`config.mk`:
```
export PLATFORM = sky130hd
export DESIGN_NAME = wp_unlock_seq
export DESIGN_NICKNAME = d
export VERILOG_FILES = /design/src/rtl/wp_pkg.sv /design/src/rtl/wp_addr_match.sv /design/src/rtl/wp_seq_fsm.sv /design/src/rtl/wp_prot_store.sv /design/src/rtl/wp_unlock_seq.sv
export SDC_FILE = /design/constraint.sdc
export NUM_CORES = 1
export LEC_CHECK = 0
export ABC_AREA = 1
export BUFFER_PORTS_ARGS = -buffer_cell sky130_fd_sc_hd__buf_2
export CAP_MARGIN = 20
export CORE_MARGIN = 8
export CORE_UTILIZATION = 50
export CTS_BUF_LIST = sky130_fd_sc_hd__clkbuf_8
export DETAILED_ROUTE_END_ITERATION = 6
export GPL_ROUTABILITY_DRIVEN = 0
export PLACE_DENSITY = 0.77
export SYNTH_ARGS = -nofsm -noshare
export SYNTH_HDL_FRONTEND = slang
export SYNTH_SLANG_ARGS = --single-unit
```
`constraint.sdc`:
```
create_clock -name clk -period 1.55 [get_ports clk]
set_clock_uncertainty 0.05 [all_clocks]
set_input_delay 0.31 -clock clk [delete_from_list [all_inputs] [get_ports clk]]
set_output_delay 0.31 -clock clk [all_outputs]
set_load 0.01 [all_outputs]
```
`src/rtl/wp_pkg.sv`:
```
package wp_pkg;
    localparam int ADDR_W    = 17;
    localparam int DATA_W    = 8;
    localparam int SECT_BITS = 3;
    localparam int STEPS     = 6;

    typedef enum logic [3:0] {
        ST_IDLE,
        ST_LEAD,
        ST_R1,
        ST_R2,
        ST_R3,
        ST_R4,
        ST_R5,
        ST_R6,
        ST_CONF
    } seq_state_t;

    // Unlock address expected at step k (0-based)
    function automatic logic [ADDR_W-1:0] step_addr(input int k);
        case (k)
            0:       step_addr = 17'h05555;
            1:       step_addr = 17'h1AAAA;
            2:       step_addr = 17'h03333;
            3:       step_addr = 17'h1CCCC;
            4:       step_addr = 17'h100FF;
            default: step_addr = 17'h0FF00;
        endcase
    endfunction
endpackage

```
`src/rtl/wp_addr_match.sv`:
```
module wp_addr_match
    import wp_pkg::*;
#(
    parameter int AW = ADDR_W,
    parameter int NS = STEPS
) (
    input  logic [AW-1:0] addr,
    output logic [NS-1:0] hit,
    output logic          hit_zero
);
    for (genvar i = 0; i < NS; i++) begin : g_cmp
        assign hit[i] = (addr == step_addr(i));
    end
    assign hit_zero = (addr == '0);
endmodule

```
`src/rtl/wp_seq_fsm.sv`:
```
module wp_seq_fsm
    import wp_pkg::*;
#(
    parameter int NS = STEPS
) (
    input  logic          clk,
    input  logic          rst_n,
    input  logic          chip_sel,
    input  logic          acc_valid,
    input  logic          acc_write,
    input  logic [NS-1:0] hit,
    input  logic          hit_zero,
    input  logic          cmp_ok,
    output seq_state_t    state,
    output logic          cap_pend,
    output logic          commit,
    output logic          consume
);
    seq_state_t nxt;
    logic       sel_gap;

    // Restart target when a sequence read mismatches
    function automatic seq_state_t abort_to(input logic h0, input logic hz);
        if (h0)      abort_to = ST_R1;
        else if (hz) abort_to = ST_LEAD;
        else         abort_to = ST_IDLE;
    endfunction

    function automatic seq_state_t step_after(input seq_state_t s);
        case (s)
            ST_R1:   step_after = ST_R2;
            ST_R2:   step_after = ST_R3;
            ST_R3:   step_after = ST_R4;
            ST_R4:   step_after = ST_R5;
            default: step_after = ST_R6;
        endcase
    endfunction

    function automatic int step_idx(input seq_state_t s);
        case (s)
            ST_R1:   step_idx = 1;
            ST_R2:   step_idx = 2;
            ST_R3:   step_idx = 3;
            ST_R4:   step_idx = 4;
            default: step_idx = 5;
        endcase
    endfunction

    always_ff @(posedge clk or negedge rst_n) begin
        if (!rst_n) begin
            state   <= ST_IDLE;
            sel_gap <= 1'b1;
        end else begin
            state <= nxt;
            if (acc_valid)      sel_gap <= 1'b0;
            else if (!chip_sel) sel_gap <= 1'b1;
        end
    end

    always_comb begin
        nxt      = state;
        cap_pend = 1'b0;
        commit   = 1'b0;
        consume  = (state == ST_R6) || (state == ST_CONF);
        if (acc_valid) begin
            unique case (state)
                ST_IDLE: begin
                    if (acc_write)                nxt = ST_IDLE;
                    else if (hit[0] && sel_gap)   nxt = ST_R1;
                    else if (hit_zero)            nxt = ST_LEAD;
                    else                          nxt = ST_IDLE;
                end
                ST_LEAD: begin
                    if (acc_write) nxt = ST_IDLE;
                    else           nxt = abort_to(hit[0], hit_zero);
                end
                ST_R1, ST_R2, ST_R3, ST_R4, ST_R5: begin
                    if (acc_write)                 nxt = ST_IDLE;
                    else if (hit[step_idx(state)]) nxt = step_after(state);
                    else                           nxt = abort_to(hit[0], hit_zero);
                end
                ST_R6: begin
                    if (acc_write) begin
                        nxt      = ST_CONF;
                        cap_pend = 1'b1;
                    end else begin
                        nxt = abort_to(hit[0], hit_zero);
                    end
                end
                ST_CONF: begin
                    if (acc_write) begin
                        nxt    = ST_IDLE;
                        commit = cmp_ok;
                    end else begin
                        nxt = abort_to(hit[0], hit_zero);
                    end
                end
                default: nxt = ST_IDLE;
            endcase
        end
    end

    // confirm state is only entered by a write
    a_r6_conf_by_write: assert property (@(posedge clk) disable iff (!rst_n)
        (state == ST_CONF && $past(state) != ST_CONF) |-> $past(acc_valid && acc_write));

    // first unlock step is only reached by a read
    a_r4_r1_by_read: assert property (@(posedge clk) disable iff (!rst_n)
        (state == ST_R1 && $past(state) != ST_R1) |-> $past(acc_valid && !acc_write));

    // no state movement without a valid access
    a_r10_hold_idle: assert property (@(posedge clk) disable iff (!rst_n)
        !$past(acc_valid) |-> $stable(state));
endmodule

```
`src/rtl/wp_prot_store.sv`:
```
module wp_prot_store
    import wp_pkg::*;
#(
    parameter int DW = DATA_W
) (
    input  logic          clk,
    input  logic          rst_n,
    input  logic [DW-1:0] wdata,
    input  logic          cap_pend,
    input  logic          commit,
    input  seq_state_t    state,
    input  logic          acc_valid,
    input  logic          acc_write,
    output logic          cmp_ok,
    output logic [DW-1:0] prot_q
);
    logic [DW-1:0] pend_q;

    always_ff @(posedge clk or negedge rst_n) begin
        if (!rst_n) begin
            pend_q <= '0;
            prot_q <= '0;
        end else begin
            if (cap_pend) pend_q <= wdata;
            if (commit)   prot_q <= pend_q;
        end
    end

    assign cmp_ok = (wdata == ~pend_q);

    // protection only changes right after a write in the confirm state
    a_r7_change_after_conf: assert property (@(posedge clk) disable iff (!rst_n)
        (prot_q != $past(prot_q)) |-> $past(state == ST_CONF && acc_valid && acc_write));
endmodule

```
`src/rtl/wp_unlock_seq.sv`:
```
module wp_unlock_seq
    import wp_pkg::*;
#(
    parameter int AW = ADDR_W,
    parameter int DW = DATA_W,
    parameter int SB = SECT_BITS
) (
    input  logic          clk,
    input  logic          rst_n,
    input  logic          chip_sel,
    input  logic          acc_valid,
    input  logic          acc_write,
    input  logic [AW-1:0] addr,
    input  logic [DW-1:0] wdata,
    output logic [DW-1:0] prot_q,
    output logic          wr_inhibit
);
    localparam int SECT_LO = AW - SB;

    logic [STEPS-1:0] hit;
    logic             hit_zero, cmp_ok, cap_pend, commit, consume;
    seq_state_t       state;
    logic [SB-1:0]    sect;

    wp_addr_match #(.AW(AW), .NS(STEPS)) u_match (
        .addr(addr), .hit(hit), .hit_zero(hit_zero)
    );

    wp_seq_fsm #(.NS(STEPS)) u_fsm (
        .clk(clk), .rst_n(rst_n), .chip_sel(chip_sel),
        .acc_valid(acc_valid), .acc_write(acc_write),
        .hit(hit), .hit_zero(hit_zero), .cmp_ok(cmp_ok),
        .state(state), .cap_pend(cap_pend), .commit(commit), .consume(consume)
    );

    wp_prot_store #(.DW(DW)) u_store (
        .clk(clk), .rst_n(rst_n), .wdata(wdata),
        .cap_pend(cap_pend), .commit(commit), .state(state),
        .acc_valid(acc_valid), .acc_write(acc_write),
        .cmp_ok(cmp_ok), .prot_q(prot_q)
    );

    assign sect       = addr[AW-1:SECT_LO];
    assign wr_inhibit = acc_valid && acc_write && (prot_q[sect] || consume);

    // reads are never blocked
    a_r2_read_free: assert property (@(posedge clk) disable iff (!rst_n)
        (acc_valid && !acc_write) |-> !wr_inhibit);

    // a write into a guarded sector is always blocked
    a_r1_guarded: assert property (@(posedge clk) disable iff (!rst_n)
        (acc_valid && acc_write && prot_q[addr[AW-1:SECT_LO]]) |-> wr_inhibit);
endmodule

```
==> reports/qor.yml <==
drtIter0Drc: 91
maxSlewViolCount: 0
cts_root_buf: "clkbuf_8"
synth.distinct_cells: 35
seqPwrFrac_pct: 52.6
place_area_um2: 2010
hold_slack_ns: 0.128
p_leak_nw: 1.22
setup_viol: 12
grt_pass1_wl_um: 6960
antenna_found_initial: 0
numCtsBuffers: 3
pwr-share-clk_pct: 33.1
drive_gt1_share_pct: 40.4
intPower_uw: 790
status: "complete, but fails checks"
reg2reg_setup_slack_ns: -0.27
path_class: "flip-flop to flip-flop"
swShare_pct: 24.8
nNetsFinal: 345
max_cap_violations: 0
cp.required_ns: 1.65
grt_max_degree: 22
endpoint_kind: "flip-flop"
numClockSinks: 21
final-hold-violation-count: 0
fin_crit_ns: 1.82
io-pin-count: 39
die_area_um2: 5210
wl_per_cell_um: 12.6
num_antenna_cells: 0
tritoncts: "yes"
ys_ff_latch: 21
hold_path.class: "input pin to flip-flop"
ys_seq_area_share_pct: 33.4
drc: 0
rsz0062_at_grt: "yes"
synth_nets: 269
crit_arrival_ns: 1.92
netlist_area_um2: 1580
violations: "negative setup slack"
period_share_pct: 117
power_switching_uw: 260
drt_pass1_iterations: 4
synth_area_per_cell_um2: 6.61
viasPerCell: 4.98
crit_end: "u_store.prot_q[7]$_DFFE_PN0P_"
fmax_ghz: 0.550
synthesis.instances: 239
start_util_pct: 52.1
worstReg2RegStart: "u_fsm.state[0]$_DFFE_PN0P_"
wl_um: 4520
die_h_um: 72.2
startpoint_type: "flip-flop"
p_per_area_nw_per_um2: 458
ff2ff_path_depth: 10
grt_pass1_vias: 1708
crit_fanout: 8
vias: 1783
seqCellArea_um2: 532
synthToLayoutAreaGrowth_pct: 45.0
clk_latency_ns: 0.26
ant_nets: 0
clk_path_buf_depth: 2
dp_slack_ns: -0.225
fp-row-count: 20
ir_worst_vdd_v: 0.000859
dp_hpwl_um: 3360
relSlewSlack_pct: 68.5
multi_input_comb_area_um2: 1000
htree_levels: 1
fillers: 237
overflow: 0
track_usage_pct: 16.3
die_width_um: 72.2
setup_tns_ns: -2.88
comb_power_share_pct: 14.3
worstMarginPinSlew_ns: 0.473
final_cell_area_um2: 2290
port_buffers: 38
r2r_end: "u_store.prot_q[7]$_DFFE_PN0P_"
core-area_um2: 3030
fin_ws_ns: -0.269
startpoint: "u_fsm.state[0]$_DFFE_PN0P_"
yosysWarnings: 0
path_clk_slew_ns: 0.07
==> placed cells by master, fill, tap and decap left out, types with 5 or more instances in the layout <==
cell type,instances
a21oi_1,7
nand2_2,6
inv_2,5
nor3_1,5
inv_1,37
nor2_4,6
buf_4,27
dfrtp_1,16
o21ai_2,9
nor2_1,34
nand3_1,13
nand2_4,8
nand2_1,51
nand3_2,6
buf_2,38
buf_6,5
==> area by class of cell <==
| class | instances | share of cell area, % |
|---|---|---|
| inverter | 41 | 6.72 |
| timing repair buffer | 73 | 22.0 |
| multi-input combinational | 175 | 43.7 |
| tap | 44 | 2.40 |
| clock inverter | 1 | 0.164 |
| clock buffer | 3 | 1.80 |
| sequential | 21 | 23.2 |
==> logic make-up (layout without fill, tap and decap cells) <==
group	count (synthesis)	count (layout)	share of synthesized area (%)
AO/OA/AOI/OAI	29	29	12.5
AND/OR/NAND/NOR	142	142	41.1
buffers and inverters	43	118	10.8
flip-flops	21	21	33.4
XOR/XNOR	4	4	2.22
==> cell usage after synthesis <==
cell type  count  area [µm²]
a211oi_2       1        12.5
a21oi_1        7        35.0
a22oi_1        1        7.51
a41oi_1        1        8.76
buf_2          1        5.00
buf_6          1        11.3
dfrtp_1       20         500
dfstp_2        1        26.3
inv_1         38         143
inv_2          3        11.3
nand2_1       62         233
nand2_2        3        18.8
nand3_1       16        80.1
nand3_2        3        30.0
nand3b_1       1        7.51
nand3b_2       1        11.3
nand4_1        3        18.8
nor2_1        37         139
nor2_2         2        12.5
nor2_4         3        33.8
nor3_1         6        30.0
nor3_2         1        10.0
nor4_1         1        6.26
o2111ai_1      1        8.76
o211ai_1       1        7.51
o21ai_0        3        15.0
o21ai_1        4        20.0
o21ai_2        7        61.3
o21bai_1       1        7.51
o22ai_1        1        6.26
o31ai_1        1        7.51
or2_1          1        6.26
or2_2          1        6.26
or3_1          1        6.26
xnor2_1        4        35.0
==> worst min-delay path by stage <==
stage,slack [ns],endpoint,start,depth (start not counted)
after floorplan,-0.04,u_fsm.state[0]$_DFFE_PN0P_,rst_n,0
after global placement,0.24,u_fsm.state[2]$_DFFE_PN0P_,rst_n,1
after detailed placement,0.24,u_fsm.state[0]$_DFFE_PN0P_,rst_n,1
after CTS,0.13,u_fsm.sel_gap$_DFFE_PN1P_,chip_sel,2
after global routing,0.13,u_fsm.sel_gap$_DFFE_PN1P_,chip_sel,2
final,0.13,u_fsm.sel_gap$_DFFE_PN1P_,chip_sel,2
==> sequential cells by signal, indices dropped and copies added, names as in the netlist <==
register and flops:
u_store.pend_q 8, u_store.prot_q 8, u_fsm.state 4, u_fsm.sel_gap 1
==> repair_timing <==
item                                    CTS  global route
resized for setup                        14            30
endpoints found under the setup margin   12            16
setup buffers                             0             8
pin swaps                                 1            11
gates cloned                              0             1
hold buffers                              1             0
hold endpoints to repair                 20             0
==> metal layers <==
layer | up-vias | routed length (µm) | track usage, %
met5 | - | 0 | 0
met4 | 0 | 63 | 6.35
met3 | 6 | 174 | 3.99
met2 | 43 | 2420 | 30.7
met1 | 829 | 1860 | 16.7
li1 | 905 | - | -
==> power by group through the flow <==
stage	Clock, mW	Sequential, mW	Combinational [mW]
2_1_floorplan	0	0.563	0.0556
3_5_place_dp	0	0.562	0.144
5_1_grt	0.378	0.552	0.167
6_report	0.348	0.552	0.150
4_1_cts	0.360	0.552	0.147
3_3_place_gp	0	0.562	0.141
==> worst max-delay path, cell delays in order, from the launching register on <==
cell      delay (ns)
dfrtp_2         0.46
nor2_4          0.14
inv_2           0.06
nor2_4          0.13
nand2_2         0.07
buf_6           0.12
a211oi_2        0.22
nand3_2         0.15
buf_12          0.19
nand2_4         0.06
o21ai_2         0.05
==> per-stage QoR <==
stage	cells	total power [mW]	util (%)
after CTS	349	1.06	69.3
after global placement	344	0.703	66.3
after floorplan	239	0.618	-
after detailed placement	344	0.707	66.3
final	358	1.05	75.6
after global routing	358	1.10	75.6
(Power assumes the default switching activity.)
